===== config.mk =====
export PLATFORM = sky130hd
export DESIGN_NAME = i2c_flag_tracker
export DESIGN_NICKNAME = d
export VERILOG_FILES = /design/src/rtl/i2c_flag_pkg.sv /design/src/rtl/i2c_line_sampler.sv /design/src/rtl/i2c_frame_counter.sv /design/src/rtl/i2c_status_flags.sv /design/src/rtl/i2c_flag_tracker.sv
export SDC_FILE = /design/constraint.sdc
export NUM_CORES = 1
export LEC_CHECK = 0
export ABC_AREA = 1
export BUFFER_PORTS_ARGS = -buffer_cell sky130_fd_sc_hd__clkbuf_2
export CAP_MARGIN = 20
export CORE_MARGIN = 1.5
export CORE_UTILIZATION = 35
export CTS_CLUSTER_SIZE = 40
export DETAILED_ROUTE_END_ITERATION = 10
export PLACE_DENSITY = 0.63
export SLEW_MARGIN = 10
export SYNTH_ARGS = -nofsm -noshare
export SYNTH_HDL_FRONTEND = slang
export SYNTH_SLANG_ARGS = --single-unit

===== constraint.sdc =====
create_clock -name clk -period 1.8 [get_ports clk]
set_input_delay 0.36 -clock clk [delete_from_list [all_inputs] [get_ports clk]]
set_output_delay 0.36 -clock clk [all_outputs]
set_load 0.05 [all_outputs]

===== src/rtl/i2c_flag_pkg.sv =====
package i2c_flag_pkg;

  // Events derived from the synchronized bus lines, one cycle wide.
  typedef struct packed {
    logic scl_rise;
    logic scl_fall;
    logic start;
    logic stop;
    logic sda;      // synchronized SDA level
  } line_ev_t;

  // Events derived from position within the byte frame.
  typedef struct packed {
    logic addr_done;   // rising edge of the direction-bit clock, first byte only
    logic ack_clk;     // rising edge of the acknowledge clock
    logic first_clk;   // rising edge of clock 1 of a following byte
    logic ack_fall;    // falling edge of the acknowledge clock
    logic first_byte;  // inside the first byte after a start
  } frame_ev_t;

endpackage


===== src/rtl/i2c_line_sampler.sv =====
module i2c_line_sampler
  import i2c_flag_pkg::*;
#(
  parameter int SYNC_STAGES = 2
) (
  input  logic     clk,
  input  logic     rst_n,
  input  logic     scl_in,
  input  logic     sda_in,
  output line_ev_t ev
);

  localparam int LAST = SYNC_STAGES - 1;

  logic [SYNC_STAGES-1:0] scl_pipe;
  logic [SYNC_STAGES-1:0] sda_pipe;
  logic                   scl_d;
  logic                   sda_d;
  logic                   scl_s;
  logic                   sda_s;

  // Idle bus is high, so the chain resets to 1.
  always_ff @(posedge clk or negedge rst_n) begin
    if (!rst_n) begin
      scl_pipe <= '1;
      sda_pipe <= '1;
      scl_d    <= 1'b1;
      sda_d    <= 1'b1;
    end else begin
      scl_pipe[0] <= scl_in;
      sda_pipe[0] <= sda_in;
      for (int i = 1; i < SYNC_STAGES; i++) begin
        scl_pipe[i] <= scl_pipe[i-1];
        sda_pipe[i] <= sda_pipe[i-1];
      end
      scl_d <= scl_pipe[LAST];
      sda_d <= sda_pipe[LAST];
    end
  end

  assign scl_s = scl_pipe[LAST];
  assign sda_s = sda_pipe[LAST];

  always_comb begin
    ev.scl_rise = scl_s & ~scl_d;
    ev.scl_fall = ~scl_s & scl_d;
    ev.start    = scl_s & scl_d & sda_d & ~sda_s;
    ev.stop     = scl_s & scl_d & ~sda_d & sda_s;
    ev.sda      = sda_s;
  end

endmodule


===== src/rtl/i2c_frame_counter.sv =====
module i2c_frame_counter
  import i2c_flag_pkg::*;
#(
  parameter int ADDR_W = 7
) (
  input  logic              clk,
  input  logic              rst_n,
  input  logic              enable,
  input  line_ev_t          ev,
  output frame_ev_t         fev,
  output logic [ADDR_W-1:0] rx_addr,
  output logic              rx_dir
);

  localparam int FRAME = ADDR_W + 2;            // data bits plus acknowledge
  localparam int CNT_W = $clog2(FRAME + 1);
  localparam logic [CNT_W-1:0] DIR_POS  = CNT_W'(ADDR_W);
  localparam logic [CNT_W-1:0] ACK_POS  = CNT_W'(ADDR_W + 1);
  localparam logic [CNT_W-1:0] LAST_POS = CNT_W'(FRAME);

  // cnt holds the number of clocks already seen in this frame.
  logic [CNT_W-1:0]  cnt;
  logic              first_byte;
  logic [ADDR_W-1:0] shreg;

  always_ff @(posedge clk or negedge rst_n) begin
    if (!rst_n) begin
      cnt        <= '0;
      first_byte <= 1'b0;
      shreg      <= '0;
    end else if (!enable) begin
      cnt        <= '0;
      first_byte <= 1'b0;
    end else if (ev.start) begin
      cnt        <= '0;
      first_byte <= 1'b1;
    end else if (ev.stop) begin
      cnt        <= '0;
      first_byte <= 1'b0;
    end else if (ev.scl_rise) begin
      if (cnt == LAST_POS) begin
        cnt        <= CNT_W'(1);
        first_byte <= 1'b0;
      end else begin
        cnt <= cnt + 1'b1;
      end
      if (cnt < DIR_POS) begin
        shreg <= {shreg[ADDR_W-2:0], ev.sda};
      end
    end
  end

  assign rx_addr = shreg;
  assign rx_dir  = ev.sda;

  always_comb begin
    fev.addr_done  = enable & ev.scl_rise & (cnt == DIR_POS) & first_byte;
    fev.ack_clk    = enable & ev.scl_rise & (cnt == ACK_POS);
    fev.first_clk  = enable & ev.scl_rise & (cnt == LAST_POS);
    fev.ack_fall   = enable & ev.scl_fall & (cnt == LAST_POS);
    fev.first_byte = first_byte;
  end

endmodule


===== src/rtl/i2c_status_flags.sv =====
module i2c_status_flags
  import i2c_flag_pkg::*;
#(
  parameter int ADDR_W = 7
) (
  input  logic              clk,
  input  logic              rst_n,
  input  logic              enable,
  input  logic              is_master,
  input  logic [ADDR_W-1:0] local_addr,
  input  logic              comm_save,
  input  logic              wait_cancel,
  input  logic              arb_lost,
  input  logic              master_start,
  input  line_ev_t          ev,
  input  frame_ev_t         fev,
  input  logic [ADDR_W-1:0] rx_addr,
  input  logic              rx_dir,
  output logic              addr_match,
  output logic              xmit,
  output logic              ack_seen,
  output logic              sda_oe
);

  logic arb_d;
  logic armed;
  logic arb_rise;
  logic common_clr;
  logic match_clr, match_set;
  logic xmit_clr, xmit_set;
  logic ack_clr, ack_set;
  logic arm_clr, arm_set;

  assign arb_rise   = arb_lost & ~arb_d;
  assign common_clr = ~enable | ev.stop | comm_save;

  always_comb begin
    match_clr = common_clr | ev.start;
    match_set = fev.addr_done & (rx_addr == local_addr);

    xmit_clr  = common_clr | wait_cancel | arb_rise
              | (~is_master & ev.start)
              | (is_master & fev.addr_done & rx_dir);
    xmit_set  = (is_master & master_start)
              | (~is_master & fev.addr_done & rx_dir);

    ack_clr   = common_clr | fev.first_clk;
    ack_set   = fev.ack_clk & ~ev.sda;

    arm_clr   = common_clr | (~is_master & ev.start);
    arm_set   = (is_master & master_start) | fev.ack_fall;
  end

  // Clear events take priority over set events in every flag.
  always_ff @(posedge clk or negedge rst_n) begin
    if (!rst_n) begin
      arb_d      <= 1'b0;
      addr_match <= 1'b0;
      xmit       <= 1'b0;
      ack_seen   <= 1'b0;
      armed      <= 1'b0;
    end else begin
      arb_d <= arb_lost;
      if (match_clr)      addr_match <= 1'b0;
      else if (match_set) addr_match <= 1'b1;
      if (xmit_clr)       xmit <= 1'b0;
      else if (xmit_set)  xmit <= 1'b1;
      if (ack_clr)        ack_seen <= 1'b0;
      else if (ack_set)   ack_seen <= 1'b1;
      if (arm_clr)        armed <= 1'b0;
      else if (arm_set)   armed <= 1'b1;
    end
  end

  assign sda_oe = xmit & armed;

endmodule


===== src/rtl/i2c_flag_tracker.sv =====
module i2c_flag_tracker
  import i2c_flag_pkg::*;
#(
  parameter int ADDR_W      = 7,
  parameter int SYNC_STAGES = 2
) (
  input  logic              clk,
  input  logic              rst_n,
  input  logic              scl_in,
  input  logic              sda_in,
  input  logic              enable,
  input  logic              is_master,
  input  logic [ADDR_W-1:0] local_addr,
  input  logic              comm_save,
  input  logic              wait_cancel,
  input  logic              arb_lost,
  input  logic              master_start,
  output logic              addr_match,
  output logic              xmit,
  output logic              ack_seen,
  output logic              sda_oe
);

  line_ev_t          ev;
  frame_ev_t         fev;
  logic [ADDR_W-1:0] rx_addr;
  logic              rx_dir;

  i2c_line_sampler #(.SYNC_STAGES(SYNC_STAGES)) u_sampler (
    .clk    (clk),
    .rst_n  (rst_n),
    .scl_in (scl_in),
    .sda_in (sda_in),
    .ev     (ev)
  );

  i2c_frame_counter #(.ADDR_W(ADDR_W)) u_frame (
    .clk     (clk),
    .rst_n   (rst_n),
    .enable  (enable),
    .ev      (ev),
    .fev     (fev),
    .rx_addr (rx_addr),
    .rx_dir  (rx_dir)
  );

  i2c_status_flags #(.ADDR_W(ADDR_W)) u_flags (
    .clk          (clk),
    .rst_n        (rst_n),
    .enable       (enable),
    .is_master    (is_master),
    .local_addr   (local_addr),
    .comm_save    (comm_save),
    .wait_cancel  (wait_cancel),
    .arb_lost     (arb_lost),
    .master_start (master_start),
    .ev           (ev),
    .fev          (fev),
    .rx_addr      (rx_addr),
    .rx_dir       (rx_dir),
    .addr_match   (addr_match),
    .xmit         (xmit),
    .ack_seen     (ack_seen),
    .sda_oe       (sda_oe)
  );

endmodule


==> impl_metrics.csv <==
group,metric,value,unit
global_route,grt_start_max_net_pins,24,
final_layout,diodes,0,
synthesis,ys_seq_elements,23,
power_and_ir_drop,power_density,756.6,mW/mm^2
global_route,grt_pass1_wl,3581,um
place,dp_cells,200,
floorplanning,core-area,0.003103,mm^2
synthesis,synth_area_leaders,"dfrtp_1 (37%), dfstp_2 (14%), nand2_1 (8.7%)",
floorplanning,rows,20,
synthesis,synth_top_area_share,36.68,%
critical_path,critPathMaxStageDelay,0.59,ns
synthesis,syn-instance-count,136,
critical_path,cp_cell_sequence,"nand2_1, inv_1, nand3_1, nand3_1, nand2_1, nand2_1, o21ai_0",
clock_network,cts_tree,"built",
clock_network,holdBufCountCts,0,
power_and_ir_drop,power_leakage,0.6861,nW
synthesis,synth_fp_nets,156,
final_layout,fin_cells,204,
final_layout,register_area,583.1,um^2
timing,rsz0062_at_grt,"no",
clock_network,htree_num_levels,1,
worst_hold_path,min_path_type,"in -> async",
final_layout,fill_cells,338,
synthesis,synth.cell_area,0.001160,mm^2
drt,via_per_inst,4.637,
clock_network,clockBufferDepth,2,
flow_run,max_cap_viol_count,0,
power_and_ir_drop,max-vdd-ir-drop,0.0003764,V
critical_path,critPathKind,"reg -> reg",
final_layout,drive_above_1_share,26.88,%
critical_path,end_kind,"flip-flop",
global_route,antenna_found_initial,0,
timing,post-route-period-util,82.20,%
clock_network,cts_resized,0,
timing,fin_setup_tns,0,ns
timing,fmax,675.9,MHz
synthesis,ys_types,23,
drt,firstDrtPassIters,4,
floorplanning,die_y,60.57,um
drt,detail_route.wl_per_cell,10.38,um
floorplanning,die_w,60.57,um
floorplanning,dieArea,0.003668,mm^2
timing,slew_headroom,64.02,%
global_route,grt_overflow,0,
synthesis,synth_top_area_cell,"dfrtp_1",
critical_path,crit_arrival,1.68,ns
run_status,status,"completed",
drt,final_antenna_net_count,0,
timing,finalSetupViolations,0,
timing,worst_slew_pin_slew,0.5397,ns
critical_path,path_buf_inv,1,
synthesis,ys_warn_count,0,
clock_network,clk_latency,0.31,ns
clock_network,post_cts_buffers,0,
critical_path,crit_family,"simple AND/OR/NAND/NOR gates",
place,portBuffers,20,
timing,drv_slew,0,
global_route,grtUsageTotal,13.20,%
clock_network,cts_sinks,23,
final_layout,syn_to_final_growth,15.43,%
critical_path,required,2.00,ns
drt,drt_iter0_drc,48,
synthesis,ys_seq_area_share,50.27,%
timing,hold_viol_final,0,
critical_path,crit_top_cell,"nand2_1",
critical_path,critPathLaunchType,"flip-flop",
critical_path,cp_max_fo,7,
clock_network,path_clk_slew,0.12,ns
drt,via_count,946,
floorplanning,io_pins,21,
critical_path,crit_slowest_cell,"dfstp_2",
clock_network,cts_root_buf,"clkbuf_4",
drt,drcViolationCount,0,
final_layout,fin_nets,181,
clock_network,cts_buffers,3,
floorplanning,start_util,37.38,%
global_route,grt_pass1_vias,889,
timing,final.setup_skew,0.003606,ns
drt,routed_wl,2118,um
synthesis,syn_avg_cell_area,8.528,um^2
place,dpl.hpwl,1690,um
timing,timing.final.crit_period,1.480,ns
final_layout,multiInputGateArea,479.2,um^2
place,routabilityCongestion,0.7989,
registers in the layout, indices dropped and copies added (netlist names):
| signal | cells |
|---|---|
| u_frame.rx_addr | 7 |
| u_frame.cnt | 4 |
| u_sampler.sda_pipe | 2 |
| u_flags.armed | 1 |
| u_sampler.scl_pipe | 2 |
| u_flags.addr_match | 1 |
| u_frame.first_byte | 1 |
| u_sampler.sda_d | 1 |
| u_sampler.scl_d | 1 |
| u_flags.ack_seen | 1 |
| u_flags.xmit | 1 |
| u_flags.arb_d | 1 |
path summary, 6_finish.rpt:
kind                                       start                     to  slack (ns)  depth (start not counted)
min in group clk                          sda_in  u_sampler.sda_pipe[0]        0.11                          1
max reg2reg                u_sampler.scl_pipe[1]     u_frame.first_byte        0.32                          7
min reg2reg                u_sampler.scl_pipe[0]  u_sampler.scl_pipe[1]        0.37                          0
min                                        rst_n     u_frame.rx_addr[1]       0.005                          1
max                        u_sampler.scl_pipe[1]     u_frame.first_byte        0.32                          7
max in group asynchronous                  rst_n        u_sampler.sda_d        1.42                          1
cell usage after synthesis (all sizes together):
master and n:
nand2 31, nand4 2, a21oi 8, o22ai 2, or2 1, xor2 1, ha 3, nand3 11
a41oi 1, buf 1, nor2 14, o21ai 10, dfstp 6, dfrtp 17, inv 23, nor3 2
xnor2 3
logic make-up (layout without fill, tap and decap cells):
family          count (synthesis)  in the layout  share of synthesized area (%)
simple gates                   61             61                          24.49
buf+inv                        24             48                          8.414
flops                          23             23                          50.27
compound gates                 21             21                          10.57
xor+xnor                        4              4                          3.021
fa+ha+maj                       3              3                          3.237
power breakdown:
| group | switching, mW | internal, mW | total (mW) | leakage, nW |
|---|---|---|---|---|
| logic | 0.0974 | 0.0755 | 0.173 | 0.386 |
| clock network | 0.149 | 0.0830 | 0.232 | 0.0177 |
| registers | 0.0386 | 0.570 | 0.608 | 0.282 |
| total | 0.285 | 0.728 | 1.01 | 0.686 |
final cells by class:
type | count | share of cell area (%)
flip-flops and latches | 23 | 43.55
multi-input cells | 89 | 35.79
repair buffers | 21 | 8.037
inverters | 23 | 6.449
well taps | 44 | 4.112
clock buffers | 3 | 1.682
clock inverters | 1 | 0.3738
metrics by stage:
stage | setup WS, ns | power [mW] | area [um^2] | hold slack [ns] | utilization, %
floorplan | 0.4007 | 0.7341 | 1160 | 0.06441 | -
global placement | 0.3607 | 0.7871 | 1311 | 0.3492 | 42.26
detailed placement | 0.3369 | 0.7942 | 1311 | 0.3506 | 42.26
CTS | 0.3206 | 1.030 | 1339 | 0.01885 | 43.15
global route | 0.2055 | 1.078 | 1339 | 0.03716 | 43.15
finish | 0.3204 | 1.013 | 1339 | 0.004758 | 43.15
cell usage in the layout (no fill, tap or decap):
cell type,synthesis,final
nor2_1,12,12
nand2_2,4,4
xnor2_1,3,3
o22ai_1,2,2
or2_2,1,1
nand4_1,2,2
a21oi_1,8,8
inv_2,1,1
a41oi_1,1,1
buf_4,0,1
o21ai_2,3,3
o21ai_0,7,7
inv_1,22,22
clkbuf_4,0,3
nor3_1,1,1
dfstp_2,6,6
nor3_4,1,1
ha_1,3,3
clkinv_2,0,1
nor2_2,1,1
nand2_1,27,27
xor2_1,1,1
clkbuf_2,0,20
dfrtp_1,17,17
nand3_1,11,11
nor2_4,1,1
layer usage:
layer  vias up  global-route usage, %  routed length, um
met2        25                  23.04               1038
met4         0                  1.863                  8
met1       439                  16.24                958
li1        480                      -                  -
met5         -                      0                  0
met3         2                  4.478                112
(Power assumes the default switching activity.)
